<file path="src/rtl/ccflag_eval.sv">
module ccflag_eval #(
  parameter int DW    = 32,
  parameter int CCS_W = 16,
  parameter int X_BIT = 4,
  parameter int P_BIT = 7
) (
  input  logic             clk,
  input  logic             rst_n,
  input  logic             valid_i,
  input  logic             btst_i,
  input  logic [3:0]       cond_i,
  input  logic [CCS_W-1:0] ccs_i,
  input  logic             fast_i,
  input  logic [DW-1:0]    result_i,
  input  logic [DW-1:0]    btst_val_i,
  input  logic [DW-1:0]    btst_idx_i,
  output logic             cond_o,
  output logic [DW-1:0]    scc_o,
  output logic [CCS_W-1:0] ccs_o
);
  localparam int IDX_W = $clog2(DW);
  localparam logic [IDX_W-1:0] TOP = IDX_W'(DW - 1);

  logic fc, fv, fz, fn, fp;
  assign fc = ccs_i[0];
  assign fv = ccs_i[1];
  assign fz = ccs_i[2];
  assign fn = ccs_i[3];
  assign fp = ccs_i[P_BIT];

  logic flag_hit, fast_hit, use_fast, cond_next;
  logic res_zero;
  assign res_zero = (result_i == '0);

  always_comb begin
    case (cond_i)
      4'd0:  flag_hit = !fc;
      4'd1:  flag_hit = fc;
      4'd2:  flag_hit = !fz;
      4'd3:  flag_hit = fz;
      4'd4:  flag_hit = !fv;
      4'd5:  flag_hit = fv;
      4'd6:  flag_hit = !fn;
      4'd7:  flag_hit = fn;
      4'd8:  flag_hit = fc | fz;
      4'd9:  flag_hit = !(fc | fz);
      4'd10: flag_hit = !(fn ^ fv);
      4'd11: flag_hit = fn ^ fv;
      4'd12: flag_hit = !fz & !(fn ^ fv);
      4'd13: flag_hit = fz | (fn ^ fv);
      4'd14: flag_hit = 1'b1;
      default: flag_hit = fp;
    endcase
  end

  always_comb begin
    case (cond_i)
      4'd2:    fast_hit = !res_zero;
      4'd3:    fast_hit = res_zero;
      4'd6:    fast_hit = !result_i[DW-1];
      default: fast_hit = result_i[DW-1];
    endcase
  end

  assign use_fast  = fast_i && (cond_i == 4'd2 || cond_i == 4'd3 ||
                                cond_i == 4'd6 || cond_i == 4'd7);
  assign cond_next = use_fast ? fast_hit : flag_hit;

  logic [IDX_W-1:0] idx;
  logic [DW-1:0]    low_mask;
  logic             sel_bit, below_zero;
  logic             unused_idx_hi;
  assign idx           = btst_idx_i[IDX_W-1:0];
  assign unused_idx_hi = ^btst_idx_i[DW-1:IDX_W];
  assign sel_bit       = btst_val_i[idx];
  assign low_mask      = {DW{1'b1}} >> (TOP - idx);
  assign below_zero    = ((btst_val_i & low_mask) == '0);

  logic [CCS_W-1:0] ccs_btst;
  always_comb begin
    ccs_btst        = ccs_i;
    ccs_btst[X_BIT] = 1'b0;
    ccs_btst[3]     = sel_bit;
    ccs_btst[2]     = below_zero;
  end

  logic cond_q;
  always_ff @(posedge clk) begin
    if (!rst_n) begin
      cond_q <= 1'b0;
      ccs_o  <= '0;
    end else if (valid_i) begin
      cond_q <= cond_next;
      ccs_o  <= btst_i ? ccs_btst : ccs_i;
    end
  end

  assign cond_o = cond_q;
  assign scc_o  = {{(DW-1){1'b0}}, cond_q};

  // no strobe, no change
  a_r2_hold: assert property (@(posedge clk) disable iff (!rst_n)
    !valid_i |=> $stable(ccs_o) && $stable(cond_o));
  // always condition
  a_r6_always: assert property (@(posedge clk) disable iff (!rst_n)
    valid_i && cond_i == 4'd14 |=> cond_o);
  // X cleared, C and V kept
  a_r10_xclr: assert property (@(posedge clk) disable iff (!rst_n)
    valid_i && btst_i |=> !ccs_o[X_BIT] && ccs_o[1:0] == $past(ccs_i[1:0]));
  // Z set means the selected bit was zero
  a_r9_zn: assert property (@(posedge clk) disable iff (!rst_n)
    valid_i && btst_i |=> !(ccs_o[2] && ccs_o[3]));
  // pass-through
  a_r11_pass: assert property (@(posedge clk) disable iff (!rst_n)
    valid_i && !btst_i |=> ccs_o == $past(ccs_i));
endmodule

</file>
<file path="config.mk">
export PLATFORM = sky130hd
export DESIGN_NAME = ccflag_eval
export DESIGN_NICKNAME = d
export VERILOG_FILES = /design/src/rtl/ccflag_eval.sv
export SDC_FILE = /design/constraint.sdc
export NUM_CORES = 1
export LEC_CHECK = 0
export ABC_AREA = 1
export BUFFER_PORTS_ARGS = -buffer_cell sky130_fd_sc_hd__buf_2
export CORE_MARGIN = 8
export CORE_UTILIZATION = 39
export CTS_CLUSTER_SIZE = 25
export DETAILED_ROUTE_END_ITERATION = 8
export GPL_TIMING_DRIVEN = 0
export PLACE_DENSITY = 0.88
export SETUP_SLACK_MARGIN = 0.4
export SLEW_MARGIN = 20
export SYNTH_ARGS = -nofsm -noshare
export SYNTH_HDL_FRONTEND = slang
export SYNTH_SLANG_ARGS = --single-unit
</file>
<file path="constraint.sdc">
create_clock -name clk -period 1.5 [get_ports clk]
set_clock_uncertainty 0.2 [all_clocks]
set_input_delay 0.075 -clock clk [delete_from_list [all_inputs] [get_ports clk]]
set_output_delay 0.075 -clock clk [all_outputs]
set_load 0.005 [all_outputs]
</file>
Word-level counts from Yosys, hierarchy flattened
Cells that the tools add are included.
- register bits: 17
- input bits: 121
- logic and storage cells: 45
- $add $sub $neg: 1
- magnitude comparators: 1
- equality and inequality tests: 14
- shift operators: 1
- muxes and demuxes: 6
- bitwise gates (word level): 5
- reduce and logical (&&, ||, !) cells: 15
- operators with widths (kind ; count):
    $logic_not A32 Y1 ; 2
    $and A32 B32 Y32 ; 1
    $shr A32 B5 Y32 const A ; 1
    $eq A4 B4 Y1 const B ; 7
    $eq A4 B3 Y1 const B ; 4
    $pmux W1 S15 ; 1
    $eq A4 B2 Y1 const B ; 2
    $logic_not A1 Y1 ; 8
    $lt A5 B6 Y1 const B ; 1
    $bmux W1 S5 ; 1
    $mux W5 ; 1
    $sub A5 B5 Y5 const A ; 1
    $eq A4 B1 Y1 const B ; 1
    $logic_not A4 Y1 ; 1
    $logic_or A1 B1 Y1 ; 3
    $pmux W1 S3 ; 1
    $mux W1 ; 2
    $or A1 B1 Y1 ; 2
    $and A1 B1 Y1 ; 1
    $logic_and A1 B1 Y1 ; 1
    $xor A1 B1 Y1 ; 1

Depth between registers and ports, before layout
Gate-level depths: netlist of run 1.
- word-level depth: 6
- gate-level depth with buffers: 12

Worst setup path after synthesis of run 1
Ideal clock, no wire load.
- path kind: in2reg
- from: input port btst_idx_i[1]
- to: register ccs_o[3]
- setup time: 0.119 ns
- arrival: 0.893 ns
- path slack: 0.287 ns
- stages: 10
- path through: buf_4 > buf_4 > a21oi_1 > o21ai_0 > nand3_1 > nand2_1 > inv_1 > nand3_1 > nand3_1 > a21oi_1
- longest elaborated chain between the ends: 3
- ends and longest elaborated chain (what ; RTL line ; RTL):
    start, declared ; 16 ; input logic [DW-1:0] btst_idx_i,
    $bmux W1 S5 ; 75 ; assign sel_bit = btst_val_i[idx];
    $mux W1 (not written as such) ; 75 ;
    $mux W5 ; 94 ; ccs_o <= btst_i ? ccs_btst : ccs_i;
    end signal, assigned ; 94 ;
    end, declared ; 19 ; output logic [CCS_W-1:0] ccs_o
Every way passes these cells. The select of a mux whose other input is x is not followed.
A chain may end at the register's enable or synchronous reset.

Final worst setup path of run 1
- from: input port cond_i[3]
- to: register cond_q (netlist: cond_o)
- longest elaborated chain between the ends: 6
- ends and longest elaborated chain (what ; RTL line ; RTL):
    start, declared ; 11 ; input logic [3:0] cond_i,
    branches (longest 5 deep; another with $pmux W1 S15) ; -- ;
    $mux W1 (*) ; 67 ; assign cond_next = use_fast ? fast_hit : flag_hit;
    end signal, assigned ; 93 ; cond_q <= cond_next;
    end, declared ; 87 ; logic cond_q;
Mark *: on every way between the ends.

==> flow_metrics.env, run 1 <==
export IMPL_outcome="complete, but fails checks"
export IMPL_violations="hold timing"
export IMPL_postLayoutCoreUtil_pct=63.9
export IMPL_cp_top_family="simple AND/OR/NAND/NOR gates"
export IMPL_critical_path_buf_inv_count=3
export IMPL_power_density_cell_area_nw_per_um2=491
export IMPL_synthesis_yosys_warnings=0
export IMPL_globalRoute_totalOverflow=0
export IMPL_hold_class="input port to flop"
export IMPL_final_common_cell="sky130_fd_sc_hd__buf_2"
export IMPL_layout_common_cells="sky130_fd_sc_hd__buf_2, sky130_fd_sc_hd__nand2_1, sky130_fd_sc_hd__nor2_1"
export IMPL_cell_at_the_slowest_stage_of_the_critical_path="sky130_fd_sc_hd__nor2_1"
export IMPL_route_detailed_drc=0
export IMPL_setup_reg_to_reg_worst_slack_ps=600
export IMPL_startpoint_type="input port"
export IMPL_required_ps=1460
export IMPL_cp_data_arrival_time_ps=1100
export IMPL_worst_r2r_endpoint="cond_o"
export IMPL_area_grow_syn2layout_pct=58.9
export IMPL_initial_utilization_pct=40.2
export IMPL_placement_rows=26
export IMPL_place_area_um2=2820
export IMPL_grt_max_degree=11
export IMPL_fillerInstances=471
export IMPL_max_freq_mhz=874
export IMPL_synth_top_cell_area_share_pct=18.0
export IMPL_worst_setup_path_type="input port to flop"
export IMPL_cts_buffer_depth=2
export IMPL_cts_reportedPaths_clkPinSlew_ps=60
export IMPL_wirelength_um=7870
export IMPL_vias_per_cell=4.72
export IMPL_reg2reg_from="cond_o"
export IMPL_total_power_uw=1590
export IMPL_numCtsBuffers=3
export IMPL_synth_largest_area_cell="sky130_fd_sc_hd__nand2_1"
export IMPL_detail_route_iter0_violations=124
export IMPL_vdd_drop_max_v=0.000425
export IMPL_post_synth_num_cell_types=26
export IMPL_htree_levels=1
export IMPL_timing_critical_path_from="cond_i[3]"
export IMPL_worst_path_most_repeated_cell="sky130_fd_sc_hd__nand2_1"
export IMPL_synthTopCellsByArea="sky130_fd_sc_hd__nand2_1, sky130_fd_sc_hd__dfxtp_1, sky130_fd_sc_hd__nor2_1"
export IMPL_critPathCapture="cond_o"
export IMPL_place_congestion=0.936
export IMPL_floorplan_die_height_um=88.3
export IMPL_drive_above_1_share_pct=34.0
export IMPL_grt_first_pass_wirelength_um=11600
export IMPL_stdcell_area_um2=3240
export IMPL_num_antenna_cells=0
export IMPL_crit_path_max_fanout=4
export IMPL_unrepaired_setup_endpoints_after_global_routing="true"
export IMPL_layout_min_cycle_time_ps=1140
export IMPL_first_global_vias=2725
export IMPL_antenna_found_initial=0
export IMPL_postSynthRegisterBits=17
export IMPL_register_area_um2=342
export IMPL_clock_insertion_delay_worst_skew_ps=260
export IMPL_syn_cell_area_um2=2040
export IMPL_synthesis_instances=383
export IMPL_tritoncts="built"
export IMPL_final_hold_worst_slack_ps=-12.2
export IMPL_maxCapViolations=0
export IMPL_boundaryPins=170
export IMPL_critical_path_depth=12
export IMPL_finalSetupViolations=0
export IMPL_crit_path_end_kind="flop"
export IMPL_design_die_area_um2=7800
export IMPL_finalHoldViolations=1
export IMPL_synth_avg_cell_area_um2=5.33
export IMPL_dr_total_vias=2940
export IMPL_setup_total_negative_slack_ps=0
export IMPL_timing_final_max_slew_violations=0
export IMPL_drt_pass1_iter_count=5
export IMPL_track_usage_pct=18.0
export IMPL_average_wire_length_per_cell_after_detail_routing_um=12.6
export IMPL_fraction_of_the_cycle_the_final_worst_path_needs_pct=76.3
export IMPL_total_leakage_power_uw=0.00181
export IMPL_multi_input_area_um2=1410
export IMPL_crit_chain="buf_2 -> inv_2 -> nor2_1 -> nand3_1 -> nand2_1 -> nand2_1 -> nor2_1 -> nand3_1 -> nand2_1 -> nand3_1 -> nand2_1 -> inv_1"
export IMPL_synth_sequential_area_ratio_pct=16.7
export IMPL_sinks_on_clock_net=17
export IMPL_worstRegToRegCells=3
export IMPL_nets=675
export IMPL_port_buffer_count=108
export IMPL_antenna_violating_nets_post_route=0
export IMPL_cpPeakStageDelay_ps=180
export IMPL_core_area_um2=5070
export IMPL_dieWidth_um=88.3
export IMPL_place_hpwl_um=6060
export IMPL_clock_tree_root_cell="sky130_fd_sc_hd__clkbuf_8"
-- logic make-up after synthesis --
| group | Yosys count | synth area share (%) |
|---|---|---|
| and+or+nand+nor | 227 | 45.4 |
| buffers and inverters | 75 | 21.5 |
| other | 1 | 0.184 |
| AOI/OAI and AO/OA | 63 | 16.2 |
| DFF | 17 | 16.7 |
-- worst min-delay path: cells and delay by family --
kind | cells | cell delay (ps)
compound gates | 2 | 200
buf+inv | 1 | 140
-- report_power, final --
group	leakage [uW]	switching [uW]	internal, uW
Combinational	0.00165	373	372
Sequential	0.000142	15.6	484
Clock	0.0000228	159	189
Total	0.00181	548	1050
-- layout make-up --
class,count,area share (%)
repair buffers,136,26.3
multi-input cells,321,43.6
well taps,70,2.70
plain buffers,45,11.7
clock buffers,4,1.39
inverters,30,3.78
flip-flops and latches,17,10.5
-- sequential cells by signal (all words and copies together), names as in the netlist --
signal  count
ccs_o      16
cond_o      1
-- cell usage after synthesis, drive strengths merged --
library cell  number
o21a               2
clkinv             2
o211ai             1
o21ai             46
inv               28
dfxtp             17
nor2              88
buf               40
a21boi             1
a21oi             12
clkbuf             5
nor3               2
conb               1
nand3             37
nand3b             1
o22ai              1
nand2             99
-- metal layers --
metal	up-vias	global-route usage, %	wire [um]
li1	1497	-	-
met1	1259	19.7	2960
met2	164	33.4	3800
met3	20	4.27	896
met4	0	4.92	210
met5	-	0	0
-- worst min path at each step --
stage                          from        end  slack (ps)  cells after the start
after global placement     ccs_i[8]   ccs_o[8]         100                      3
after global routing       ccs_i[2]   ccs_o[2]          30                      3
final                      ccs_i[2]   ccs_o[2]         -10                      3
after floorplan           ccs_i[10]  ccs_o[10]          10                      2
after CTS                   valid_i   ccs_o[4]           3                      4
after detailed placement  ccs_i[14]  ccs_o[14]         100                      3
-- what timing repair did --
item | 4_1_cts | 5_1_grt
buffers inserted | 0 | 6
pin swaps | 0 | 12
gates cloned | 0 | 3
setup endpoints to repair | 2 | 8
hold buffers | 19 | 0
resized for setup | 2 | 32
endpoints found under the hold margin | 17 | 0
-- through the flow --
stage,setup WS [ps],std cells
6_report,356,623
5_1_grt,238,623
2_1_floorplan,339,413
4_1_cts,354,614
3_3_place_gp,82.5,591
3_5_place_dp,74.2,591
No activity file was read; power rests on OpenSTA's default activity.
==> run 2: changes to the inputs <==
--- a/config.mk
+++ b/config.mk
@@ -5,14 +5,14 @@
 export SDC_FILE = /design/constraint.sdc
 export NUM_CORES = 1
 export LEC_CHECK = 0
-export ABC_AREA = 1
+export ABC_AREA = 0
 export BUFFER_PORTS_ARGS = -buffer_cell sky130_fd_sc_hd__buf_2
 export CORE_MARGIN = 8
-export CORE_UTILIZATION = 39
+export CORE_UTILIZATION = 35
 export CTS_CLUSTER_SIZE = 25
 export DETAILED_ROUTE_END_ITERATION = 8
 export GPL_TIMING_DRIVEN = 0
-export PLACE_DENSITY = 0.88
+export PLACE_DENSITY = 0.86
 export SETUP_SLACK_MARGIN = 0.4
 export SLEW_MARGIN = 20
 export SYNTH_ARGS = -nofsm -noshare
==> constraint.sdc (replaced) <==
create_clock -name clk -period 1 [get_ports clk]
set_clock_uncertainty 0.2 [all_clocks]
set_input_delay 0.05 -clock clk [delete_from_list [all_inputs] [get_ports clk]]
set_output_delay 0.05 -clock clk [all_outputs]
set_load 0.005 [all_outputs]
==> flow_metrics.env, run 2 <==
export IMPL_outcome="complete, but fails checks"
export IMPL_violations="hold timing, setup timing"
export IMPL_nets=494
export IMPL_min_delay_start="ccs_i[9]"
export IMPL_fraction_of_the_cycle_the_final_worst_path_needs_pct=159
export IMPL_timing_final_max_slew_violations=0
export IMPL_critical_path_buf_inv_count=0
export IMPL_fillerInstances=466
export IMPL_postSynthRegisterBits=17
export IMPL_stdcell_area_um2=3040
export IMPL_postLayoutCoreUtil_pct=56.5
export IMPL_htree_levels=1
export IMPL_synth_largest_area_cell="sky130_fd_sc_hd__dfxtp_1"
export IMPL_worst_setup_path_type="flop to flop"
export IMPL_dieWidth_um=89.8
export IMPL_groute_layer_met3_usage_pct=4.57
export IMPL_maxCapViolations=0
export IMPL_setup_reg_to_reg_worst_slack_ps=-590
export IMPL_combPwrFrac_pct=45.2
export IMPL_place_hpwl_um=5840
export IMPL_cp_top_family="compound AO/OA/AOI/OAI gates"
export IMPL_max_freq_mhz=629
export IMPL_largest_register="ccs_o"
export IMPL_syn_cell_area_um2=1910
export IMPL_initial_utilization_pct=35.5
export IMPL_crit_path_max_fanout=2
export IMPL_num_antenna_cells=0
export IMPL_synth_avg_cell_area_um2=8.36
export IMPL_finalHoldViolations=15
export IMPL_async_set_or_reset_flop_fraction_in_the_synthesized_netlist_pct=0
export IMPL_total_leakage_power_uw=0.00142
export IMPL_average_wire_length_per_cell_after_detail_routing_um=16.8
export IMPL_hold_class="input port to flop"
export IMPL_power_share_sequential_pct=32.8
export IMPL_dr_total_vias=2325
export IMPL_use_met2_pct=30.6
export IMPL_synth_top_cell_area_share_pct=17.8
export IMPL_unrepaired_setup_endpoints_after_global_routing="true"
export IMPL_floorplan_die_height_um=89.8
export IMPL_synth_sequential_area_ratio_pct=17.8
export IMPL_detail_route_iter0_violations=132
export IMPL_cpPeakStageDelay_ps=340
export IMPL_synth_most_common_cell="sky130_fd_sc_hd__buf_4"
export IMPL_vias_per_cell=5.24
export IMPL_synthesis_instances=228
export IMPL_finalSetupViolations=6
export IMPL_multi_input_area_um2=1430
export IMPL_switching_share_pct=31.1
export IMPL_core_area_um2=5370
export IMPL_boundaryPins=170
export IMPL_synth_top_flop_cell="sky130_fd_sc_hd__dfxtp_1"
export IMPL_sinks_on_clock_net=17
export IMPL_gr_max_usage_layer="met2"
export IMPL_pwr_share_clk_pct=22.0
export IMPL_clock_tree_root_cell="sky130_fd_sc_hd__clkbuf_8"
export IMPL_globalRoute_totalOverflow=0
export IMPL_port_buffer_count=107
export IMPL_vdd_drop_max_v=0.000564
export IMPL_edff_count_synth=0
export IMPL_numCtsBuffers=3
export IMPL_post_synth_num_cell_types=53
export IMPL_cts_buffer_depth=2
export IMPL_grt_max_degree=11
export IMPL_final_cells=444
export IMPL_most_frequent_cells_after_synthesis="sky130_fd_sc_hd__buf_4, sky130_fd_sc_hd__dfxtp_1, sky130_fd_sc_hd__nor2b_1"
export IMPL_power_density_cell_area_nw_per_um2=760
export IMPL_drt_pass1_iter_count=4
export IMPL_total_power_uw=2310
export IMPL_register_area_um2=362
export IMPL_antenna_violating_nets_post_route=0
export IMPL_track_usage_pct=17.1
export IMPL_synthTopCellsByArea="sky130_fd_sc_hd__dfxtp_1, sky130_fd_sc_hd__buf_4, sky130_fd_sc_hd__mux2i_1"
export IMPL_cell_at_the_slowest_stage_of_the_critical_path="sky130_fd_sc_hd__a2111o_1"
export IMPL_design_die_area_um2=8070
export IMPL_required_ps=950
export IMPL_worst_r2r_endpoint="ccs_o[2]"
export IMPL_cts_reportedPaths_clkPinSlew_ps=60
export IMPL_clock_insertion_delay_worst_skew_ps=250
export IMPL_worstRegToRegCells=5
export IMPL_timing_final_ws_setup_ps=-590
export IMPL_crit_path_end_kind="flop"
export IMPL_cell_internal_pwr_uw=1590
export IMPL_gr_usage_met1_pct=19.6
export IMPL_first_global_vias=2399
export IMPL_placedCellCount=437
export IMPL_cell_depth_of_the_worst_hold_path=3
export IMPL_wirelength_um=7450
export IMPL_final_common_cell="sky130_fd_sc_hd__buf_2"
export IMPL_crit_chain="o2bb2ai_2 -> nor3_2 -> o2111ai_1 -> a2111o_1 -> o41ai_2"
export IMPL_net_sw_power_uw=719
export IMPL_largest_reg_flops=16
export IMPL_final_hold_worst_slack_ps=-134
export IMPL_layout_common_cells="sky130_fd_sc_hd__buf_2, sky130_fd_sc_hd__buf_4, sky130_fd_sc_hd__conb_1"
export IMPL_synthesis_yosys_warnings=0
export IMPL_worst_hold_path_endpoint="ccs_o[9]"
export IMPL_tritoncts="built"
export IMPL_antenna_found_initial=0
export IMPL_startpoint_type="flop"
export IMPL_place_area_um2=2780
export IMPL_drive_above_1_share_pct=54.6
export IMPL_layout_min_cycle_time_ps=1590
export IMPL_placement_rows=27
export IMPL_cp_data_arrival_time_ps=1540
export IMPL_route_detailed_drc=0
export IMPL_area_grow_syn2layout_pct=59.3
export IMPL_reg2reg_from="ccs_o[2]"
export IMPL_grt_first_pass_wirelength_um=11800
export IMPL_place_congestion=0.911
## run 2: worst max path at each step
| stage | start | end | slack [ps] | cells past startpoint |
|---|---|---|---|---|
| 2_1_floorplan | btst_idx_i[0] | ccs_o[2] | -570 | 6 |
| 3_3_place_gp | btst_val_i[2] | ccs_o[2] | -830 | 5 |
| 3_5_place_dp | btst_val_i[2] | ccs_o[2] | -880 | 5 |
| 4_1_cts | ccs_o[2] | ccs_o[2] | -600 | 5 |
| 5_1_grt | ccs_o[2] | ccs_o[2] | -660 | 5 |
| 6_report | ccs_o[2] | ccs_o[2] | -590 | 5 |
## run 2: per-stage QoR
stage / TNS (ps) / setup slack, ps
after floorplan: -1480 / -572
after global placement: -2290 / -833
after detailed placement: -2670 / -883
after CTS: -1530 / -603
after global routing: -1910 / -659
final: -1560 / -590
## run 2: timing repair
| item | in CTS | in global routing |
|---|---|---|
| gates resized for setup | 35 | 15 |
| gates cloned | 0 | 1 |
| endpoints found under the setup margin | 35 | 35 |
| hold endpoints to repair | 15 | 15 |
| pin swaps | 3 | 6 |
| buffers inserted | 2 | 0 |
## run 2: cell type report
type / instances / area share [%]
timing repair buffer: 110 / 21.5
tap: 72 / 2.97
buffer: 48 / 14.5
sequential: 17 / 11.9
clock buffer: 4 / 1.48
multi-input combinational: 189 / 47.1
inverter: 4 / 0.494
## run 2: kinds of logic (layout without fill, tap and decap cells)
family / count (synthesis) / after routing / synth area share, %
other cells: 1 / 31 / 0.197
xor+xnor: 4 / 4 / 1.84
simple gates: 77 / 77 / 24.1
mux: 23 / 23 / 17.7
buf+inv: 52 / 166 / 18.6
flops: 17 / 17 / 17.8
fa+ha+maj: 3 / 3 / 1.64
compound gates: 51 / 51 / 18.0
## run 2: worst reg2reg max path, stage by stage, from the launching register on
cell and delay, ps:
sky130_fd_sc_hd__dfxtp_2 330, sky130_fd_sc_hd__o2bb2ai_2 50, sky130_fd_sc_hd__nor3_2 130, sky130_fd_sc_hd__o2111ai_1 130, sky130_fd_sc_hd__a2111o_1 340, sky130_fd_sc_hd__o41ai_2 290
## run 2: power by group through the flow
stage               registers [uW]  clock network (uW)  logic [uW]
detailed placement             758                   0         924
global route                   761                 562        1130
CTS                            753                 514         987
floorplan                      761                   0         552
global placement               755                   0         898
finish                         758                 507        1040
## run 2: metal layers
metal	share of wire (%)	vias up	wire length, um
met2	49	177	3690
met5	0	-	0
li1	-	1086	-
met3	11	14	823
met4	1.6	0	116
met1	38	1048	2830
